File: src/rtl/accel_task_shim.sv
`timescale 1ns/1ps
module accel_task_shim #(
  parameter int AW = 16,
  parameter int DW = 32,
  parameter int LW = 16,
  parameter int CW = 4,
  localparam int IW = CW + 1
) (
  input  logic          clk,
  input  logic          rst_n,
  input  logic          task_irq,
  output logic          sch_valid,
  input  logic          sch_ready,
  output logic [1:0]    sch_op,
  output logic [IW-1:0] sch_idx,
  output logic [DW-1:0] sch_wdata,
  input  logic [DW-1:0] sch_rdata,
  output logic          mem_valid,
  input  logic          mem_ready,
  output logic          mem_we,
  output logic [AW-1:0] mem_addr,
  output logic [DW-1:0] mem_wdata,
  input  logic [DW-1:0] mem_rdata,
  output logic          dev_cfg_valid,
  input  logic          dev_cfg_ready,
  output logic [DW-1:0] dev_cfg_data,
  output logic          dev_start,
  output logic [DW-1:0] dev_din,
  input  logic          dev_done,
  input  logic [DW-1:0] dev_dout
);
  localparam logic [1:0] OP_RD = 2'd0, OP_SYNC = 2'd1, OP_NEW = 2'd2;

  typedef enum logic [2:0] {
    S_IDLE, S_READ_TCB, S_CONFIG, S_FETCH, S_RUN, S_WRITEBACK, S_SIGNAL
  } state_t;

  state_t        st;
  logic          ph;
  logic [1:0]    tcb_i;
  logic          f_cfg, f_sync, f_new;
  logic [CW-1:0] cfg_n, cfg_k;
  logic [AW-1:0] src, dst;
  logic [LW-1:0] len, idx;
  logic [DW-1:0] data_q;

  wire want_sync = f_sync && !ph;

  always_ff @(posedge clk or negedge rst_n) begin
    if (!rst_n) begin
      st <= S_IDLE;  ph <= 1'b0;  tcb_i <= '0;
      f_cfg <= 1'b0; f_sync <= 1'b0; f_new <= 1'b0;
      cfg_n <= '0;   cfg_k <= '0;
      src <= '0;     dst <= '0;  len <= '0;  idx <= '0;
      data_q <= '0;
    end else begin
      case (st)
        S_IDLE: if (task_irq) begin
          st <= S_READ_TCB; tcb_i <= '0; idx <= '0; cfg_k <= '0; ph <= 1'b0;
        end
        S_READ_TCB: if (sch_ready) begin
          tcb_i <= tcb_i + 2'd1;
          case (tcb_i)
            2'd0: begin
              f_cfg <= sch_rdata[0]; f_sync <= sch_rdata[1]; f_new <= sch_rdata[2];
              cfg_n <= sch_rdata[4 +: CW];
            end
            2'd1: src <= sch_rdata[AW-1:0];
            2'd2: dst <= sch_rdata[AW-1:0];
            default: begin
              len <= sch_rdata[LW-1:0];
              if (f_cfg && cfg_n != '0)           st <= S_CONFIG;
              else if (sch_rdata[LW-1:0] != '0)   st <= S_FETCH;
              else                                st <= S_SIGNAL;
            end
          endcase
        end
        S_CONFIG: if (!ph) begin
          if (sch_ready) begin data_q <= sch_rdata; ph <= 1'b1; end
        end else if (dev_cfg_ready) begin
          ph <= 1'b0;
          cfg_k <= cfg_k + 1'b1;
          if (cfg_k == cfg_n - 1'b1) st <= (len != '0) ? S_FETCH : S_SIGNAL;
        end
        S_FETCH: if (mem_ready) begin
          data_q <= mem_rdata; st <= S_RUN; ph <= 1'b0;
        end
        S_RUN: if (!ph) ph <= 1'b1;
               else if (dev_done) begin data_q <= dev_dout; ph <= 1'b0; st <= S_WRITEBACK; end
        S_WRITEBACK: if (mem_ready) begin
          idx <= idx + 1'b1;
          st  <= (idx == len - 1'b1) ? S_SIGNAL : S_FETCH;
        end
        S_SIGNAL: if (want_sync) begin
          if (sch_ready) ph <= 1'b1;
        end else if (f_new) begin
          if (sch_ready) begin st <= S_IDLE; ph <= 1'b0; end
        end else begin
          st <= S_IDLE; ph <= 1'b0;
        end
        default: st <= S_IDLE;
      endcase
    end
  end

  assign sch_valid = (st == S_READ_TCB) || (st == S_CONFIG && !ph) ||
                     (st == S_SIGNAL && (want_sync || f_new));
  assign sch_op    = (st != S_SIGNAL) ? OP_RD : (want_sync ? OP_SYNC : OP_NEW);
  assign sch_idx   = (st == S_CONFIG) ? IW'(4) + IW'(cfg_k) : IW'(tcb_i);
  assign sch_wdata = DW'(dst);

  assign mem_valid = (st == S_FETCH) || (st == S_WRITEBACK);
  assign mem_we    = (st == S_WRITEBACK);
  assign mem_addr  = (mem_we ? dst : src) + AW'(idx);
  assign mem_wdata = data_q;

  assign dev_cfg_valid = (st == S_CONFIG) && ph;
  assign dev_cfg_data  = data_q;
  assign dev_start     = (st == S_RUN) && !ph;
  assign dev_din       = data_q;

  AST_SCH_HOLD: assert property (@(posedge clk) disable iff (!rst_n)
    sch_valid && !sch_ready |=> sch_valid && $stable(sch_op) && $stable(sch_idx) && $stable(sch_wdata));
  AST_MEM_HOLD: assert property (@(posedge clk) disable iff (!rst_n)
    mem_valid && !mem_ready |=> mem_valid && $stable(mem_we) && $stable(mem_addr) && $stable(mem_wdata));
  AST_CFG_HOLD: assert property (@(posedge clk) disable iff (!rst_n)
    dev_cfg_valid && !dev_cfg_ready |=> dev_cfg_valid && $stable(dev_cfg_data));
  AST_START_PULSE: assert property (@(posedge clk) disable iff (!rst_n)
    dev_start |=> !dev_start);
  AST_TCB_FIRST: assert property (@(posedge clk) disable iff (!rst_n)
    (st == S_IDLE) && task_irq |=> sch_valid && sch_op == OP_RD && sch_idx == '0);
  AST_ZERO_LEN: assert property (@(posedge clk) disable iff (!rst_n)
    (st == S_READ_TCB) && sch_ready && tcb_i == 2'd3 && sch_rdata[LW-1:0] == '0 && !(f_cfg && cfg_n != '0)
    |=> !mem_valid && !dev_start);
endmodule

File: config.mk
export PLATFORM = sky130hd
export DESIGN_NAME = accel_task_shim
export DESIGN_NICKNAME = d
export VERILOG_FILES = /design/src/rtl/accel_task_shim.sv
export SDC_FILE = /design/constraint.sdc
export NUM_CORES = 1
export LEC_CHECK = 0
export ABC_CLOCK_PERIOD_IN_PS = 4500
export BUFFER_PORTS_ARGS = -buffer_cell sky130_fd_sc_hd__buf_2
export CAP_MARGIN = 10
export CELL_PAD_IN_SITES_DETAIL_PLACEMENT = 0
export CELL_PAD_IN_SITES_GLOBAL_PLACEMENT = 1
export CORE_MARGIN = 2
export CORE_UTILIZATION = 38
export CTS_CLUSTER_DIAMETER = 60
export DETAILED_ROUTE_END_ITERATION = 12
export GPL_ROUTABILITY_DRIVEN = 0
export GPL_TIMING_DRIVEN = 0
export PLACE_DENSITY_LB_ADDON = 0.1
export RECOVER_POWER = 50
export SLEW_MARGIN = 10
export SYNTH_ARGS = -nofsm -noshare
export SYNTH_HDL_FRONTEND = slang
export SYNTH_SLANG_ARGS = --single-unit
File: constraint.sdc
create_clock -name clk -period 4.5 [get_ports clk]
set_input_delay 0.9 -clock clk [delete_from_list [all_inputs] [get_ports clk]]
set_output_delay 0.9 -clock clk [all_outputs]
set_load 0.01 [all_outputs]
==> out/qor.csv <==
stage;metric;value;unit
synthesis;netlist_area;7468;µm²
cts;htree_num_levels;4;
worst_setup_path;data_required_time_at_the_worst_endpoint;3.60;ns
global_routing;total_routing_usage_gr;23.17;%
worst_setup_path;cpMaxStageDelayCell;fa_2;
layout;fin_util;49.92;%
layout;layout.filler_cells;2026;
cts;numClockSinks;113;
routing;detail_route.wl_per_cell;17.77;µm
worst_setup_path;path_cells;clkbuf_4 > nand3b_1 > buf_4 > nand2_1 > nand2_1 > ha_2 > fa_2 > a21o_1 > a21oi_2 > o21a_1 > o211a_1 > nor2_1 > xor2_1 > buf_2;
cts;clock_tree.root_cell;clkbuf_16;
placement;pre_cts_ws;0.1468;ns
layout;ff_latch_area;2828;µm²
worst_setup_path;cp_max_fo;9;
worst_setup_path;crit_top_cell;nand2_1;
floorplan;die-width;144.2;µm
placement;place_hpwl;18680;µm
worst_setup_path;delay_of_the_slowest_cell_on_the_worst_path;0.39;ns
floorplan;fp.dieH;144.2;µm
global_routing;global_route_wire_length_before_repair;36350;µm
cts;tritoncts;yes;
global_routing;globalRoute.busiestLayer;met2;
power_and_ir_drop;internal_power;3982;µW
power_and_ir_drop;power.share.combinational;51.0;%
timing;min_period_over_period;95.01;%
floorplan;num_io_pins;259;
global_routing;gr-usage-met2;38.77;%
synthesis;synth-main-ff-cell;dfrtp_1;
cts;cts_inserted_buffers;17;
routing;viasPerCell;5.045;
flow_run;max_cap_viol_count;1;
power_and_ir_drop;clock_power_share;21.7;%
min_path;hold_path_class;register to register;
routing;routed_wirelength;24340;µm
synthesis;synth-seq-area-share;37.86;%
power_and_ir_drop;ir_worst_vdd;0.3073;mV
global_routing;vias_in_the_first_global_route;6530;
layout;post_route_cells_drive_above_1_share;34.75;%
layout;area_growth_syn_to_layout;29.65;%
power_and_ir_drop;power.sequential.fraction;27.3;%
power_and_ir_drop;sw_frac_of_total;40.72;%
placement;placedCellCount;1336;
timing;hold_violations;0;
layout;nets;1221;
worst_setup_path;critPathBufInv;3;
synthesis;syn_inst;813;
synthesis;ys_ff_latch;113;
floorplan;dieArea;20790;µm²
global_routing;grt_max_degree;61;
layout;post_layout_nonfiller_instances;1370;
worst_setup_path;critPathTopFamily;compound AO/OA/AOI/OAI gates;
worst_setup_path;worstSetupEndpointType;primary output;
synthesis;synth_edf_count;0;
floorplan;start_util;38.50;%
timing;final.setup.tns;0;ns
run_status;run_status;complete, but fails checks;
timing;finalWorstPathRequiredPeriod;4.275;ns
timing;slew_headroom;-119.2;%
timing;timing.final.setup_violations;0;
global_routing;antenna_found_initial;0;
power_and_ir_drop;p_switching;2735;µW
cts;clock_latency;0.43;ns
routing;vias;6912;
run_status;failed_checks;max-capacitance violations, max-slew violations;
layout;area_used_by_multi_input_combinational_logic;3867;µm²
timing;fin_hold_ws;0.5056;ns
timing;post-route-worst-setup-slack;0.2247;ns
routing;drc_errors;0;
timing;clock.fmax;233.9;MHz
worst_setup_path;critical_path.startpoint_type;register;
power_and_ir_drop;leakage;0.004720;µW
placement;buffer_ports.inserted;242;
routing;drt_first_iter_violations;355;
worst_setup_path;worstPathArrival;3.38;ns
cts;clk_transition_reported_paths;0.05;ns
floorplan;core-area;19400;µm²
worst_setup_path;worst-setup-path-type;register to primary output;
routing;detailedRoute.firstPassIterationCount;6;
synthesis;synthesis.area_per_instance;9.186;µm²
timing;timing_worst_slew_pin_value;3.288;ns
floorplan;core.rowCount;51;
global_routing;use_met1;30.16;%
synthesis;yosysWarnings;0;
synthesis;synth_cell_types;66;
timing;rsz_0062_raised_after_global_routing;yes;
power_and_ir_drop;cellPowerDensity;693.7;nW/µm²
global_routing;globalRouteMet3Util;4.238;%
timing;clock_skews;0.008715;ns
timing;timing.final.max_slew_violations;54;
global_routing;overall_overflow_remaining_after_global_route;0;
layout;antenna_cells;0;
routing;detail-route-antenna-nets;0;
cts;cts_max_path_buffers;2;
synthesis;ys_async_sr_fraction;100.0;%
registers in the layout, summed over array words and instances (netlist names), 2 cells and up:
| register | flops |
|---|---|
| cfg_k | 4 |
| src | 16 |
| tcb_i | 2 |
| dev_cfg_data | 32 |
| dst | 16 |
| st | 3 |
| len | 16 |
| cfg_n | 4 |
| idx | 16 |
cell type report:
class                   instances  area share (%)
plain buffers                 113           7.934
clock buffers                  22           4.897
clock inverters                10           1.615
inverters                      20          0.7753
multi-input cells             582           39.94
flip-flops and latches        113           29.20
well taps                     265           3.424
repair buffers                245           12.21
per-stage QoR:
step                instance area [µm²]  total power, µW
finish                             9683             6717
global route                       9683             7249
CTS                                9746             6825
detailed placement                 9101             5343
global placement                   9067             5310
floorplan                          7525             4112
power groups by stage:
stage	Sequential, µW	Combinational [µW]	Clock [µW]
finish	1830	3430	1460
global route	1890	3830	1530
CTS	1830	3520	1480
detailed placement	1840	3500	0
global placement	1830	3480	0
floorplan	1830	2280	0
path summary, 6_finish.rpt:
check	startpoint	endpoint	slack (ns)	depth (start not counted)
worst max-delay path	st[1]	mem_addr[12]	0.22	14
worst min-delay path	src[3]	src[3]	0.51	1
worst max register to register	st[2]	idx[10]	1.79	6
worst min register to register	src[3]	src[3]	0.51	1
max in group asynchronous	rst_n	dev_cfg_data[26]	1.06	1
min in group asynchronous	rst_n	dst[2]	1.57	1
synthesized netlist by cell type, drive strengths merged (4+ instances only):
cell    number  area (µm²)
nor4        12       102.6
o21ai       26       130.1
xnor2       32       280.3
inv         20       75.07
dfrtp      113        2828
and3         6       37.54
xor2        22       192.7
nand3       16       80.08
and2         6       37.54
clkbuf      17       63.81
nor2b        7       43.79
or3          6       37.54
nand4       10       62.56
nand2b       4       25.02
a22oi       33       247.7
o211ai       5       37.54
nand2      112       420.4
buf         96       691.9
a21oi       16       91.34
a211oi       6       57.56
mux2        52       585.6
ha          25       312.8
nor2        70       262.8
a21o         8       60.06
nor3        13       70.07
a31oi       35       219.0
mux2i        4       40.04
layout by cell type, fill, tap and decap left out, drive strengths merged, types with 4 or more instances in the layout:
cell type / instances
a211oi: 6
a21o: 8
a21oi: 16
a22oi: 33
a31oi: 35
and2: 6
and3: 6
buf: 282
bufinv: 4
clkbuf: 98
clkinv: 5
conb: 16
dfrtp: 113
ha: 25
inv: 20
mux2: 52
mux2i: 4
nand2: 112
nand2b: 4
nand3: 16
nand4: 10
nor2: 70
nor2b: 7
nor3: 13
nor4: 12
o211ai: 5
o21ai: 26
or3: 6
xnor2: 32
xor2: 22
kinds of logic (layout without fill, tap and decap cells):
| logic type | after synthesis | count (layout) | share of synthesized area (%) |
|---|---|---|---|
| compound gates | 152 | 152 | 14.07 |
| xor+xnor | 54 | 54 | 6.333 |
| fa+ha+maj | 26 | 26 | 4.456 |
| buf+inv | 133 | 410 | 11.12 |
| flops | 113 | 113 | 37.86 |
| mux | 56 | 56 | 8.377 |
| other cells | 1 | 16 | 0.05021 |
| simple gates | 278 | 278 | 17.72 |
timing repair:
item                       in CTS  in global routing
resized for setup               3                  9
hold endpoints to repair        0                  0
hold buffers                    0                  0
pin swaps                       0                  3
setup buffers                   1                  1
setup endpoints to repair       8                  5
per-layer routing:
| layer | share of wire (%) | up-vias | routed length [µm] |
|---|---|---|---|
| met5 | 0 | - | 0 |
| met2 | 50 | 196 | 12070 |
| met1 | 43 | 3352 | 10550 |
| met3 | 4.8 | 31 | 1164 |
| met4 | 2.3 | 0 | 548 |
| li1 | - | 3333 | - |
Note: power is estimated with default switching activity, not from simulation.
